## config.mk

```make
export PLATFORM = sky130hd
export DESIGN_NAME = sensor_cond
export DESIGN_NICKNAME = d
export VERILOG_FILES = /design/src/rtl/sensor_cond_pkg.sv /design/src/rtl/sc_sync.sv /design/src/rtl/sc_debounce.sv /design/src/rtl/sc_irq.sv /design/src/rtl/sensor_cond.sv
export SDC_FILE = /design/constraint.sdc
export NUM_CORES = 1
export LEC_CHECK = 0
export ABC_AREA = 1
export BUFFER_PORTS_ARGS = -buffer_cell sky130_fd_sc_hd__clkbuf_2
export CORE_UTILIZATION = 45
export DETAILED_ROUTE_END_ITERATION = 6
export SLEW_MARGIN = 20
export SYNTH_ARGS = -nofsm -noshare
export SYNTH_HDL_FRONTEND = slang
export SYNTH_SLANG_ARGS = --single-unit
```

## constraint.sdc

```tcl
create_clock -name clk -period 1.7 [get_ports clk]
set_input_delay 0.085 -clock clk [delete_from_list [all_inputs] [get_ports clk]]
set_output_delay 0.085 -clock clk [all_outputs]
set_load 0.02 [all_outputs]
```

## src/rtl/sensor_cond_pkg.sv

```systemverilog
package sensor_cond_pkg;
  // depth of the input synchroniser chain
  localparam int unsigned SYNC_STAGES = 2;
endpackage

```

## src/rtl/sc_sync.sv

```systemverilog
module sc_sync #(
  parameter int unsigned W      = 8,
  parameter int unsigned STAGES = sensor_cond_pkg::SYNC_STAGES
) (
  input  logic         clk,
  input  logic         rst,
  input  logic [W-1:0] d_i,
  output logic [W-1:0] q_o
);
  logic [W-1:0] st_q [STAGES];

  always_ff @(posedge clk) begin
    if (rst) begin
      for (int i = 0; i < STAGES; i++) st_q[i] <= '0;
    end else begin
      st_q[0] <= d_i;
      for (int i = 1; i < STAGES; i++) st_q[i] <= st_q[i-1];
    end
  end

  assign q_o = st_q[STAGES-1];
endmodule

```

## src/rtl/sc_debounce.sv

```systemverilog
module sc_debounce #(
  parameter int unsigned W          = 8,
  parameter int unsigned SAMPLE_CYC = 7_500_000
) (
  input  logic         clk,
  input  logic         rst,
  input  logic         en_i,
  input  logic [W-1:0] d_i,
  output logic [W-1:0] q_o
);
  localparam int unsigned CW = (SAMPLE_CYC > 1) ? $clog2(SAMPLE_CYC) : 1;
  localparam logic [CW-1:0] LIM = CW'(SAMPLE_CYC - 1);

  logic [CW-1:0] cnt_q;
  logic          tick;

  assign tick = (cnt_q == LIM);

  always_ff @(posedge clk) begin
    if (rst)       cnt_q <= '0;
    else if (tick) cnt_q <= '0;
    else           cnt_q <= cnt_q + 1'b1;
  end

  for (genvar ch = 0; ch < W; ch++) begin : g_ch
    logic smp_q;
    logic out_q;
    always_ff @(posedge clk) begin
      if (rst) begin
        smp_q <= 1'b0;
        out_q <= 1'b0;
      end else begin
        if (tick) smp_q <= d_i[ch];
        if (!en_i) out_q <= d_i[ch];
        else if (tick && (d_i[ch] == smp_q)) out_q <= d_i[ch];
      end
    end
    assign q_o[ch] = out_q;
  end


  stable_between_ticks_chk: assert property (@(posedge clk) disable iff (rst)
    (en_i && !tick) |=> $stable(q_o));
endmodule

```

## src/rtl/sc_irq.sv

```systemverilog
module sc_irq #(
  parameter int unsigned W         = 8,
  parameter int unsigned PULSE_CYC = 125
) (
  input  logic         clk,
  input  logic         rst,
  input  logic [W-1:0] d_i,
  output logic         oe_o
);
  localparam int unsigned PW = $clog2(PULSE_CYC + 1);
  localparam logic [PW-1:0] PLOAD = PW'(PULSE_CYC);

  logic [W-1:0]  prev_q;
  logic          seen_q;
  logic [PW-1:0] pcnt_q;
  logic          oe_q;
  logic          chg;

  assign chg = (d_i != prev_q);

  always_ff @(posedge clk) begin
    if (rst) begin
      prev_q <= '0;
      seen_q <= 1'b0;
      pcnt_q <= '0;
      oe_q   <= 1'b0;
    end else begin
      prev_q <= d_i;
      if (chg) seen_q <= 1'b1;
      if (chg && seen_q) begin
        pcnt_q <= PLOAD;
        oe_q   <= 1'b1;
      end else if (pcnt_q == PW'(1)) begin
        pcnt_q <= '0;
        oe_q   <= 1'b0;
      end else if (pcnt_q != '0) begin
        pcnt_q <= pcnt_q - 1'b1;
      end
    end
  end

  assign oe_o = oe_q;


  rise_needs_change_chk: assert property (@(posedge clk) disable iff (rst)
    $rose(oe_o) |-> $past(d_i) != $past(d_i, 2));


  reset_quiet_chk: assert property (@(posedge clk)
    rst |=> !oe_o);
endmodule

```

## src/rtl/sensor_cond.sv

```systemverilog
module sensor_cond #(
  parameter int unsigned NCH        = 8,
  parameter int unsigned SAMPLE_CYC = 7_500_000,
  parameter int unsigned PULSE_CYC  = 125
) (
  input  logic           clk,
  input  logic           rst,
  input  logic [NCH-1:0] raw_i,
  input  logic           test_en_i,
  input  logic [NCH-1:0] cfg_i,
  input  logic           dbnc_en_i,
  output logic [NCH-1:0] sense_o,
  output logic           int_oe_o
);
  logic [NCH-1:0] raw_s;
  logic [NCH-1:0] sel;

  sc_sync #(.W(NCH)) u_sync (
    .clk(clk), .rst(rst), .d_i(raw_i), .q_o(raw_s)
  );

  assign sel = test_en_i ? cfg_i : raw_s;

  sc_debounce #(.W(NCH), .SAMPLE_CYC(SAMPLE_CYC)) u_dbnc (
    .clk(clk), .rst(rst), .en_i(dbnc_en_i), .d_i(sel), .q_o(sense_o)
  );

  sc_irq #(.W(NCH), .PULSE_CYC(PULSE_CYC)) u_irq (
    .clk(clk), .rst(rst), .d_i(sense_o), .oe_o(int_oe_o)
  );


  selftest_follow_chk: assert property (@(posedge clk) disable iff (rst)
    (test_en_i && !dbnc_en_i) |=> sense_o == $past(cfg_i));


  reset_clear_chk: assert property (@(posedge clk)
    rst |=> sense_o == '0);
endmodule

```

==> reports/qor.txt <==
status -> complete, no violations
CP Cell Sequence -> ha_4 -> nand2_4 -> nor2_4 -> nand3_2 -> nor2_4 -> buf_6 -> nand3_2 -> a21oi_2 -> nor2_1
Worst path slowest cell -> dfxtp_2
r2r endpoint -> u_dbnc.g_ch[5].out_q
Fmax achieved -> 0.601 GHz
R2R cell count -> 9
HPWL Detailed -> 4.53 mm
Post-layout nets -> 522
CTS root buffer -> clkbuf_8
Peak VDD IR -> 619 µV
sequential area share after synthesis -> 0.437
largest net degree at the start of global routing -> 31
GRT Util Overall -> 0.182
post-synthesis xor/xnor area fraction -> 0.0558
crit path DAT -> 1.90 ns
Netlist cell types -> 29
syn_area_per_cell -> 7.22 µm²
area delta synth->final -> 19.5%
Routability Congestion -> 0.803
synthesis warning total -> 0
IO Port Bufs -> 28
Tcrit/Tclk final -> 0.979
worst-path maximum fanout -> 6
ant diodes -> 0
Top Layer Used -> met4
Cells after Synth -> 457
Buf/Inv on CP -> 1
post-synthesis simple-gate area fraction -> 0.294
largest cells by area after synthesis -> dfxtp_1 44%, nand2_1 11%, nor2_1 7.4%
Synth Area in Compound Gates -> 0.0865
I/O Pins -> 29
largest family of logic cells by synthesized area -> simple AND/OR/NAND/NOR gates
first-pass GRT wire length -> 10.8 mm
DR WL met2 -> 2.78 mm
count leader, synth -> nand2_1
WP depth -> 9
Num Clock Sinks -> 72
vias per cell -> 4.70
core area -> 0.00694 mm²
initial antenna violation count -> 0
EDFF count, synth -> 0
mux cell area share after synthesis -> 0
Final Util -> 0.567
critical setup path kind -> flop to flop
die height -> 87.6 µm
share of layout cells above drive strength 1 -> 0.159
Clock Pin Slew Worst Setup and Hold Paths -> 0.08 ns
Mapped Nets -> 481
Post-synth top cells -> 101 x nand2_1, 72 x dfxtp_1, 65 x nor2_1, 64 x inv_1, 34 x a21oi_1
Clock Latency Late Sink -> 0.34 ns
CP max stage delay -> 0.35 ns
Pwr Density -> 883 mW/mm²
CTS tree -> yes
Async SR Flop Fraction -> 0
area share of the largest cell type after synthesis -> 0.437
CP startpoint -> u_dbnc.cnt_q[1]
Tmin final -> 1.66 ns
ANT nets after route -> 0
Tightest Pin Transition -> 0.510 ns
DRT iter0 DRCs -> 118
DRC -> 0
R2R Path Start -> u_dbnc.cnt_q[1]
post-synth top area cell -> dfxtp_1
drt total wl -> 6.58 mm
CP top delay family -> simple AND/OR/NAND/NOR gates
Fin Clk Skew -> 0.00983 ns
hold path start -> cfg_i[2]
maxcap violations -> 0
CP endpoint -> u_dbnc.g_ch[5].out_q
CP required -> 1.94 ns
Initial Utilization -> 0.475
setup violators final -> 0
die area -> 0.00768 mm²
die span in x -> 87.6 µm
synthesized area -> 0.00330 mm²
vias in the first global route -> 2522
Final Hold Viols -> 0
Power Total -> 3.48 mW
H-tree depth -> 3
clock buffer depth -> 2
Via Count -> 2808
met3 WL -> 261 µm
Worst Setup End Kind -> flop
Slew HR -> 0.659
Critical Path Start Type -> flop
M1 WL -> 3.41 mm
r2r setup slk -> 0.04 ns
Leak Pwr -> 1.69 nW
RSZ-0062 raised after global routing -> true
gr ovfl total -> 0
worst min path class -> input pin to flop
Synth Area in Adders -> 0.0152
total CTS buffers -> 9
Synth Flop Type -> dfxtp_1
routed len/inst -> 11.0 µm
Cell Rows -> 30
Pre-antenna DRT Iters -> 4
Slew Viols, Final -> 0
Yosys reg bits -> 72
-- metal layers --
| layer | global-route usage | vias up |
|---|---|---|
| met2 | 0.283 | 53 |
| met5 | 0 | - |
| met3 | 0.0311 | 12 |
| met1 | 0.246 | 1248 |
| met4 | 0.0849 | 0 |
| li1 | - | 1495 |
-- kinds of logic after synthesis --
kind of cell / Yosys count
and+or+nand+nor: 223
buffers and inverters: 83
DFF: 72
AOI/OAI and AO/OA: 54
xor gates and xnor gates: 21
adders and majority gates: 4
-- worst register-to-register path: cells and delay by family (launching register included) --
| family | cells | cell delay (ns) |
|---|---|---|
| AOI/OAI and AO/OA | 1 | 0.16 |
| DFF | 1 | 0.35 |
| adders and majority gates | 1 | 0.15 |
| and+or+nand+nor | 6 | 0.72 |
| buffers and inverters | 1 | 0.18 |
-- flip-flops by register name, indices dropped and copies added, names as in the netlist --
name and flops:
u_dbnc.cnt_q 23, u_dbnc.g_ch.out_q 8, u_dbnc.g_ch.smp_q 8, u_irq.oe_o 1, u_irq.pcnt_q 7, u_irq.prev_q 8, u_irq.seen_q 1, u_sync.st_q 16
-- cells in the final DEF, fill, tap and decap left out, types with 4 or more instances in the layout --
master         synthesis  layout
xor2_1                12      12
inv_1                 64      64
nor2_1                65      65
nand3_1               28      22
clkbuf_2               0      28
o211ai_1               4       4
nor3_1                 7       7
a21oi_2                0       5
dfxtp_1               72      70
nor2_4                 3       4
nand3_2                1       5
clkbuf_8               0      11
buf_4                  9       7
nand2_1              101     101
dlygate4sd3_1          0       8
a21oi_1               34      29
xnor2_1                9       9
o21ai_0               14      14
-- how the worst min path moves through the flow --
stage / end / slack, ns / cells after the start
6_report: u_dbnc.g_ch[2].out_q / 0.15 / 5
5_1_grt: u_dbnc.g_ch[2].out_q / 0.20 / 5
4_1_cts: u_dbnc.g_ch[0].out_q / 0.17 / 5
3_5_place_dp: u_sync.st_q[0][4] / 0.28 / 3
3_3_place_gp: u_sync.st_q[0][2] / 0.28 / 3
2_1_floorplan: u_sync.st_q[0][0] / 0.19 / 2
-- power by group --
part | switching, mW | leakage [nW] | total (mW) | internal, mW
clock | 0.616 | 0.0882 | 1.21 | 0.597
sequential | 0.0494 | 0.591 | 1.82 | 1.77
combinational | 0.267 | 1.01 | 0.452 | 0.186
total | 0.931 | 1.69 | 3.48 | 2.55
-- layout make-up --
| cell class | count | area [µm²] |
|---|---|---|
| fill | 665 | 3000 |
| multi-input combinational | 303 | 1600 |
| sequential | 72 | 1450 |
| timing repair buffer | 48 | 360 |
| inverter | 64 | 240 |
| clock buffer | 12 | 155 |
| tap | 96 | 120 |
| clock inverter | 3 | 17.5 |
-- stage by stage --
stage	instance area (µm²)	setup TNS, ns	hold slack, ns	instances	worst slack, ns
5_1_grt	3940	-0.335	0.200	598	-0.0564
3_5_place_dp	3500	0	0.281	569	0.0255
3_3_place_gp	3500	0	0.278	569	0.0889
4_1_cts	3750	0	0.168	592	0.0155
6_report	3940	0	0.153	598	0.0352
2_1_floorplan	3300	0	0.192	457	0.209
-- what timing repair did --
action                     in CTS  in global routing
buffers inserted                0                  4
gates resized for setup         0                 24
setup endpoints to repair       0                 34
hold buffers                    8                  0
hold endpoints to repair        8                  0
(Power assumes the default switching activity.)
